[src/rtl/wdt_pkg.sv]
package wdt_pkg;
   localparam logic [1:0] ADDR_CMD  = 2'd0;
   localparam logic [1:0] ADDR_MODE = 2'd1;
   localparam logic [1:0] ADDR_STAT = 2'd2;

   localparam int FIELD_W   = 12;
   localparam int RELOAD_LSB = 0;
   localparam int DELTA_LSB  = 16;
   localparam int DIS_BIT    = 15;
   localparam int RSTEN_BIT  = 13;
   localparam int KEY_LSB    = 24;

   localparam logic [31:0] MODE_RESET = 32'h0FFF_AFFF;

   function automatic logic [FIELD_W-1:0] reload_of(input logic [31:0] m);
      return m[RELOAD_LSB +: FIELD_W];
   endfunction

   function automatic logic [FIELD_W-1:0] delta_of(input logic [31:0] m);
      return m[DELTA_LSB +: FIELD_W];
   endfunction
endpackage

[src/rtl/wdt_prescaler.sv]
module wdt_prescaler #(
   parameter int PRESCALE = 128
) (
   input  logic clk,
   input  logic rst_n,
   input  logic run,
   input  logic clear,
   output logic tick
);
   localparam int PW = (PRESCALE > 1) ? $clog2(PRESCALE) : 1;
   localparam bit POW2 = (PRESCALE == (1 << PW));

   logic [PW-1:0] pre_q;
   logic          wrap;

   generate
      if (POW2) begin : g_pow2
         assign wrap = &pre_q;
      end else begin : g_cmp
         assign wrap = (pre_q == PW'(PRESCALE - 1));
      end
   endgenerate

   always_ff @(posedge clk or negedge rst_n) begin
      if (!rst_n)
         pre_q <= '0;
      else if (clear || !run || wrap)
         pre_q <= '0;
      else
         pre_q <= pre_q + 1'b1;
   end

   assign tick = run && wrap;
endmodule

[src/rtl/wdt_downcounter.sv]
module wdt_downcounter #(
   parameter int W = 12
) (
   input  logic         clk,
   input  logic         rst_n,
   input  logic         load,
   input  logic [W-1:0] load_val,
   input  logic         force_zero,
   input  logic         tick,
   output logic [W-1:0] cnt,
   output logic         underflow
);
   logic [W-1:0] cnt_q;

   assign underflow = tick && !load && (cnt_q == '0);

   always_ff @(posedge clk or negedge rst_n) begin
      if (!rst_n)
         cnt_q <= '0;
      else if (load)
         cnt_q <= load_val;
      else if (force_zero)
         cnt_q <= '0;
      else if (underflow)
         cnt_q <= load_val;
      else if (tick)
         cnt_q <= cnt_q - 1'b1;
   end

   assign cnt = cnt_q;
endmodule

[src/rtl/wdt_regs.sv]
module wdt_regs
   import wdt_pkg::*;
#(
   parameter logic [7:0] KEY = 8'hA5
) (
   input  logic        clk,
   input  logic        rst_n,
   input  logic        wr_en,
   input  logic        rd_en,
   input  logic [1:0]  addr,
   input  logic [31:0] wdata,
   input  logic        set_unf,
   input  logic        set_err,
   output logic [31:0] mode_q,
   output logic        locked,
   output logic        mode_wr,
   output logic        restart,
   output logic        unf_flag,
   output logic        err_flag,
   output logic [31:0] rdata
);
   logic stat_rd;

   assign mode_wr = wr_en && (addr == ADDR_MODE) && !locked;
   assign restart = wr_en && (addr == ADDR_CMD) &&
                    (wdata[KEY_LSB +: 8] == KEY) && wdata[0];
   assign stat_rd = rd_en && (addr == ADDR_STAT);

   always_ff @(posedge clk or negedge rst_n) begin
      if (!rst_n) begin
         mode_q <= MODE_RESET;
         locked <= 1'b0;
      end else if (mode_wr) begin
         mode_q <= wdata;
         locked <= 1'b1;
      end
   end

   always_ff @(posedge clk or negedge rst_n) begin
      if (!rst_n) begin
         unf_flag <= 1'b0;
         err_flag <= 1'b0;
      end else begin
         if (set_unf)      unf_flag <= 1'b1;
         else if (stat_rd) unf_flag <= 1'b0;
         if (set_err)      err_flag <= 1'b1;
         else if (stat_rd) err_flag <= 1'b0;
      end
   end

   always_comb begin
      rdata = '0;
      if (rd_en) begin
         case (addr)
            ADDR_MODE: rdata = mode_q;
            ADDR_STAT: rdata = {30'd0, err_flag, unf_flag};
            default:   rdata = '0;
         endcase
      end
   end
endmodule

[src/rtl/wdt_pulse.sv]
module wdt_pulse #(
   parameter int LEN = 16
) (
   input  logic clk,
   input  logic rst_n,
   input  logic trig,
   output logic active
);
   localparam int CW = $clog2(LEN + 1);

   logic [CW-1:0] left_q;

   always_ff @(posedge clk or negedge rst_n) begin
      if (!rst_n)
         left_q <= '0;
      else if (trig)
         left_q <= CW'(LEN);
      else if (left_q != '0)
         left_q <= left_q - 1'b1;
   end

   assign active = (left_q != '0);
endmodule

[src/rtl/wdt_window_top.sv]
module wdt_window_top
   import wdt_pkg::*;
#(
   parameter int         PRESCALE  = 128,
   parameter int         RST_LEN   = 16,
   parameter int         GUARD_CYC = 3,
   parameter logic [7:0] KEY       = 8'hA5
) (
   input  logic        clk,
   input  logic        rst_n,
   input  logic        wr_en,
   input  logic        rd_en,
   input  logic [1:0]  addr,
   input  logic [31:0] wdata,
   output logic [31:0] rdata,
   output logic        rst_req
);
   localparam int GW = $clog2(GUARD_CYC + 1);

   generate
      if (PRESCALE < 2) begin : g_bad_prescale
         $error("PRESCALE must be at least 2");
      end
      if (RST_LEN < 1) begin : g_bad_len
         $error("RST_LEN must be at least 1");
      end
      if (GUARD_CYC < 1) begin : g_bad_guard
         $error("GUARD_CYC must be at least 1");
      end
   endgenerate

   logic [31:0]        mode_q;
   logic               locked, mode_wr, restart;
   logic               unf_flag, err_flag;
   logic               enabled, rsten, tick;
   logic [FIELD_W-1:0] cnt_q;
   logic               underflow, winerr, fault_trig;
   logic               fields_change, force_zero;
   logic [GW-1:0]      guard_q;

   wdt_regs #(.KEY(KEY)) u_regs (
      .clk(clk), .rst_n(rst_n), .wr_en(wr_en), .rd_en(rd_en),
      .addr(addr), .wdata(wdata), .set_unf(underflow), .set_err(winerr),
      .mode_q(mode_q), .locked(locked), .mode_wr(mode_wr),
      .restart(restart), .unf_flag(unf_flag), .err_flag(err_flag),
      .rdata(rdata)
   );

   assign enabled = !mode_q[DIS_BIT];
   assign rsten   = mode_q[RSTEN_BIT];

   wdt_prescaler #(.PRESCALE(PRESCALE)) u_pre (
      .clk(clk), .rst_n(rst_n), .run(enabled), .clear(restart), .tick(tick)
   );

   always_ff @(posedge clk or negedge rst_n) begin
      if (!rst_n)
         guard_q <= '0;
      else if (restart)
         guard_q <= GW'(GUARD_CYC);
      else if (guard_q != '0)
         guard_q <= guard_q - 1'b1;
   end

   assign fields_change = (reload_of(wdata) != reload_of(mode_q)) ||
                          (delta_of(wdata)  != delta_of(mode_q));
   assign force_zero    = mode_wr && (guard_q != '0) && fields_change;

   wdt_downcounter #(.W(FIELD_W)) u_cnt (
      .clk(clk), .rst_n(rst_n), .load(restart), .load_val(reload_of(mode_q)),
      .force_zero(force_zero), .tick(tick), .cnt(cnt_q), .underflow(underflow)
   );

   assign winerr     = restart && enabled && (cnt_q > delta_of(mode_q));
   assign fault_trig = (underflow || winerr) && rsten;

   wdt_pulse #(.LEN(RST_LEN)) u_pulse (
      .clk(clk), .rst_n(rst_n), .trig(fault_trig), .active(rst_req)
   );
endmodule

[config.mk]
export PLATFORM = sky130hd
export DESIGN_NAME = wdt_window_top
export DESIGN_NICKNAME = d
export VERILOG_FILES = /design/src/rtl/wdt_pkg.sv /design/src/rtl/wdt_prescaler.sv /design/src/rtl/wdt_downcounter.sv /design/src/rtl/wdt_regs.sv /design/src/rtl/wdt_pulse.sv /design/src/rtl/wdt_window_top.sv
export SDC_FILE = /design/constraint.sdc
export NUM_CORES = 1
export LEC_CHECK = 0
export BUFFER_PORTS_ARGS = -buffer_cell sky130_fd_sc_hd__buf_2
export CAP_MARGIN = 20
export CORE_ASPECT_RATIO = 0.8
export CORE_MARGIN = 1
export CORE_UTILIZATION = 40
export CTS_BUF_LIST = sky130_fd_sc_hd__clkbuf_2
export CTS_CLUSTER_DIAMETER = 120
export DETAILED_ROUTE_END_ITERATION = 10
export PLACE_DENSITY = 0.66
export RECOVER_POWER = 25
export SETUP_SLACK_MARGIN = 0.05
export SYNTH_ARGS = -nofsm -noshare
export SYNTH_HDL_FRONTEND = slang
export SYNTH_HIERARCHICAL = 1
export SYNTH_SLANG_ARGS = --single-unit
[constraint.sdc]
create_clock -name clk -period 3.5 [get_ports clk]
set_input_delay 0 -clock clk [delete_from_list [all_inputs] [get_ports clk]]
set_output_delay 0 -clock clk [all_outputs]
set_load 0.02 [all_outputs]
# After elaboration in Yosys (flattened, before gate mapping)

Index checks and enable logic that the tools add are counted.

Add/sub/neg operators: 4
$lt $le $gt $ge: 1
Equality and inequality tests: 5
Mux-type cells: 14
Reduce and logical (&&, ||, !) cells: 31

Operator list:

| kind                                                                  | number |
|---|---|
| 32-bit case mux with 2 select lines                                   | 1 |
| 12-bit two-way mux                                                    | 4 |
| 32-bit two-way mux                                                    | 1 |
| 12-bit != test                                                        | 2 |
| 1-bit logical AND                                                     | 14 |
| 12-bit greater-than comparator                                        | 1 |
| 12-bit zero test                                                      | 1 |
| 12-bit by 1-bit subtractor with 12-bit output (second input constant) | 1 |
| 5-bit two-way mux                                                     | 2 |
| 2-bit nonzero test                                                    | 5 |
| 8-bit == test (second input constant)                                 | 1 |
| 7-bit by 1-bit adder with 7-bit output (second input constant)        | 1 |
| 7-bit two-way mux                                                     | 1 |
| 7-bit AND reduction                                                   | 1 |
| 5-bit nonzero test                                                    | 1 |
| 5-bit by 1-bit subtractor with 5-bit output (second input constant)   | 1 |
| 1-bit logical OR                                                      | 4 |
| 2-bit two-way mux                                                     | 2 |
| 4-bit nonzero test                                                    | 1 |
| 1-bit zero test                                                       | 3 |
| 1-bit two-way mux                                                     | 3 |
| 2-bit by 1-bit == test with 1-bit output (second input constant)      | 1 |
| 2-bit == test (second input constant)                                 | 1 |
| 2-bit zero test                                                       | 1 |
| 2-bit by 1-bit subtractor with 2-bit output (second input constant)   | 1 |

Bits in registers: 61
Input bits: 38
Output and inout port bits: 33
Word-level logic and storage cells: 63

# Logic depth before layout (Yosys ltp)

Depth after elaboration: 10
Gate-level depth with buffers: 12
Mapped depth without buffers: 11

# By module

The synthesis kept the hierarchy.

By module, submodules not included:

| module          | instances | cells each | area each (µm²) | sequential area each (µm²) |
|---|---|---|---|---|
| wdt_regs        | 1         | 126        | 1775.5          | 908.4 |
| wdt_downcounter | 1         | 103        | 914.6           | 300.3 |
| wdt_window_top  | 1         | 91         | 704.4           | 50.0 |
| wdt_prescaler   | 1         | 33         | 330.3           | 175.2 |
| wdt_pulse       | 1         | 25         | 261.5           | 125.1 |

# Worst setup path before layout

Ideal clock, no wire load.

Path type: register to register
From: register u_pre.pre_q[0]
To: register u_pulse.left_q[0]
Library setup time: 0.136 ns
Data arrival time: 2.253 ns
Required time: 3.364 ns
Path slack: 1.111 ns
Cell stages (with the launch flop): 12
Buffers on the path: 1
Clock period less this slack: 2.389 ns
Cell sequence: dfrtp_1 > ha_1 > and3_2 > and3_1 > buf_6 > nor4b_2 > and4b_4 > nand2_2 > clkinv_4 > o21ai_2 > a31oi_1 > nor2_1

Cells in the longest elaborated chain, start to end: 7
Elaborated cells on any way between the ends: 8
Those cells by class: 1 x mux; 7 x reduce/logical

Ends and longest elaborated chain:

| what                                                           | RTL line              | text |
|---|---|---|
| start, declared                                                | wdt_prescaler.sv:13   | `logic [PW-1:0] pre_q;` |
| start signal, assigned                                         | wdt_prescaler.sv:30   | `pre_q <= pre_q + 1'b1;` |
| 7-bit AND reduction (*)                                        | wdt_prescaler.sv:18   | `assign wrap = &pre_q;` |
| 1-bit logical AND (*)                                          | wdt_prescaler.sv:33   | `assign tick = run && wrap;` |
| via tick                                                       | wdt_window_top.sv:35  | `logic enabled, rsten, tick;` |
| 1-bit logical AND (*) (2 in a row)                             | wdt_downcounter.sv:15 | `assign underflow = tick && !load && (cnt_q == '0);` |
| via underflow                                                  | wdt_window_top.sv:37  | `logic underflow, winerr, fault_trig;` |
| 1-bit logical OR (*)                                           | wdt_window_top.sv:75  | `assign fault_trig = (underflow \|\| winerr) && rsten;` |
| 1-bit logical AND (*)                                          | wdt_window_top.sv:75  |  |
| via fault_trig                                                 | wdt_window_top.sv:37  |  |
| 5-bit two-way mux / 2-bit nonzero test (equally long branches) | -                     |  |
| end signal, assigned                                           | wdt_pulse.sv:17       | `left_q <= CW'(LEN);` |
| end signal, assigned                                           | wdt_pulse.sv:19       | `left_q <= left_q - 1'b1;` |
| end, declared                                                  | wdt_pulse.sv:11       | `logic [CW-1:0] left_q;` |

Mark *: on every way through the listed nets, which the timed path passes. The rest lies on a longest branch.
A chain may end at the register's enable or synchronous reset.

# Worst setup path after layout

Same ends and word-level chain as after synthesis.

==> flow_metrics.tcl <==
set metrics [dict create \
    power_density_nw_per_um2 449 \
    p_leak_nw 2.50 \
    arrival_ns 3.22 \
    post_cts_resized 0 \
    cp_max_fo 9 \
    wl_met1_um 4940 \
    violations "max-capacitance violations, max-slew violations" \
    place.port_buffers 70 \
    synth-async-reset-ratio_pct 100 \
    wl_per_cell_um 17.0 \
    synth_common_cells "35 x dfrtp_1, 32 x and3_1, 30 x inv_1, 29 x mux2_4, 26 x dfstp_2" \
    drive_gt1_share_pct 33.8 \
    stdcell_area_sq_um 4880 \
    whs_ns 0.0477 \
    end_kind "flop" \
    ir_drop_mv 0.255 \
    h-tree-depth 3 \
    via_per_inst 5.32 \
    clock_latency_ns 0.52 \
    reg2regPathDepth 10 \
    syn_nets 436 \
    top_layer "met4" \
    avgSynthCellArea_sq_um 10.5 \
    areaGrowthSynthToFinish_pct 22.5 \
    post-cts-setup-buffers 0 \
    syn_area_sq_um 3990 \
    cts.hold.buffers_added 34 \
    synth_flop_cell "dfrtp_1" \
    first_pass_iters 4 \
    netlist.top_cell.by_area "dfrtp_1" \
    startpoint "u_pre/pre_q[0]" \
    num_io_pins 71 \
    start_util_pct 41.3 \
    clock-root-buffer "clkbuf_2" \
    dp_cells 577 \
    grt_first_pass_wirelength_um 17300 \
    hold_depth 4 \
    yosys_warnings 6 \
    synth_edf_count 0 \
    multi_input_area_sq_um 2220 \
    ys_top_cells_by_area "dfrtp_1 22%, dfstp_2 17%, mux2_4 11%" \
    register_area_sq_um 1560 \
    drv_cap 1 \
    placed_area_sq_um 4460 \
    hold_viol_final 0 \
    r2r_slack_ns 0.67 \
    ys_ff_latch 61 \
    syn_inst 378 \
    fillers 877 \
    grt_max_degree 39 \
    cts_sinks 61 \
    finalCritPeriodShare_pct 80.8 \
    synth.most_common_cell "dfrtp_1" \
    layout.cells.non_filler 627 \
    reg2reg_to "u_pulse/left_q[0]" \
    row_count 32 \
    setup_slack_ns 0.672 \
    dieWidth_um 114 \
    max-slew-margin-rel_pct -38.7 \
    drc_errors 0 \
    worstMarginPinSlew_ns 2.08 \
    antennaDiodeCount 0 \
    antenna_left 0 \
    finish.utilization_pct 50.6 \
    max_freq_ghz 0.354 \
    cts_tree "built" \
    dp.final_hpwl_um 7520 \
    core-area_sq_um 9650 \
    r2r_start "u_pre/pre_q[0]" \
    clock_skew_ns 0.0224 \
    required_ns 3.89 \
    dr_wl_met2_um 5050 \
    die_h_um 91.3 \
    met3_length_um 555 \
    grt_pass1_vias 3319 \
    synth.distinct_cells 63 \
    dp_slack_ns 0.701 \
    drt_iter0_drc 286 \
    drv_slew 39 \
    via_count 3338 \
    startpoint_type "flop" \
    tns_ns 0 \
    antenna_found_initial 0 \
    globalplace.congestion 0.930 \
    fp.dieArea_sq_um 10400 \
    finalPower_mw 2.19 \
    cts_buffers 9 \
    final_nets 544 \
    finalCriticalPeriod_ns 2.83 \
    seq_area_frac_synth_pct 39.1 \
    critPathKind "flop to flop" \
    grt-ovfl-total 0 \
    cp-endpoint "u_pulse/left_q[0]" \
    routed_wl_um 10700 \
    setup_viol 0 \
    hp-class "primary input to flop" \
    rsz0062_at_grt "no" \
    synth_top_area_share_pct 22.0 \
    outcome "finished with violations" \
    track_usage_pct 21.8 \
    clockBufferDepth 2 \
    clk_pin_slew_ns 0.16 \
]
## power by group
| part | total (mW) | switching, mW | internal, mW |
|---|---|---|---|
| clock network | 0.357 | 0.263 | 0.0942 |
| logic | 0.753 | 0.355 | 0.398 |
| registers | 1.08 | 0.171 | 0.910 |
| total | 2.19 | 0.789 | 1.40 |
## sequential cells by signal (all words and copies together) (netlist names)
signal	cells
u_regs/locked	1
u_pre/pre_q	7
u_regs/mode_q	32
u_pulse/left_q	5
u_regs/unf_flag	1
guard_q	2
u_cnt/cnt	12
u_regs/err_flag	1
## kinds of logic after synthesis
family                     synth area share [%]
AOI/OAI and AO/OA                          10.9
and+or+nand+nor                            19.1
buffers and inverters                      5.12
xor gates and xnor gates                   6.59
adders and majority gates                  6.28
DFF                                        39.1
muxes                                      12.8
## cells in the final DEF (no fill, tap or decap), drive strengths merged, types with 4 or more instances in the layout
cell type / instances
a221o: 4
nand3: 7
inv: 30
xor2: 10
nor2: 22
dfrtp: 35
a21o: 6
xnor2: 20
a22oi: 4
mux2: 34
nand2: 24
and3: 33
nor3: 4
clkinv: 5
o21ai: 10
buf: 74
dfstp: 26
dlygate4sd3: 34
nand4: 9
a21oi: 13
clkbuf: 12
ha: 20
or3: 5
nor4: 6
## routing by layer
layer,GRT usage [%],up-vias
met5,0,-
met4,6.47,0
met3,4.01,13
met2,35.1,102
met1,29.9,1639
li1,-,1584
## layout make-up
type | instances | area share [%]
Clock buffer | 11 | 1.13
Clock inverter | 5 | 0.564
Inverter | 31 | 2.49
Multi-Input combinational cell | 274 | 45.5
Sequential cell | 61 | 31.9
Tap cell | 136 | 3.48
Timing Repair Buffer | 109 | 14.9
## worst min-delay path by stage
stage | start | endpoint | slack, ns
final | addr[1] | u_regs/err_flag | 0.05
after global routing | addr[1] | u_regs/err_flag | 0.03
after CTS | addr[1] | u_regs/unf_flag | 0.005
after detailed placement | rst_n | u_pulse/left_q[2] | 0.17
after global placement | rst_n | u_pulse/left_q[2] | 0.17
after floorplan | rst_n | guard_q[0] | -0.30
## worst max-delay path: stages, from the launching register on
cell and delay, ns:
dfrtp_1 0.42, ha_1 0.23, and3_2 0.22, and3_1 0.33, nor4b_2 0.37, and4b_4 0.33
nand2_2 0.15, clkinv_4 0.13, o21ai_2 0.06, a31oi_1 0.38, nor2_1 0.09
Note: power is estimated with default switching activity, not from simulation.
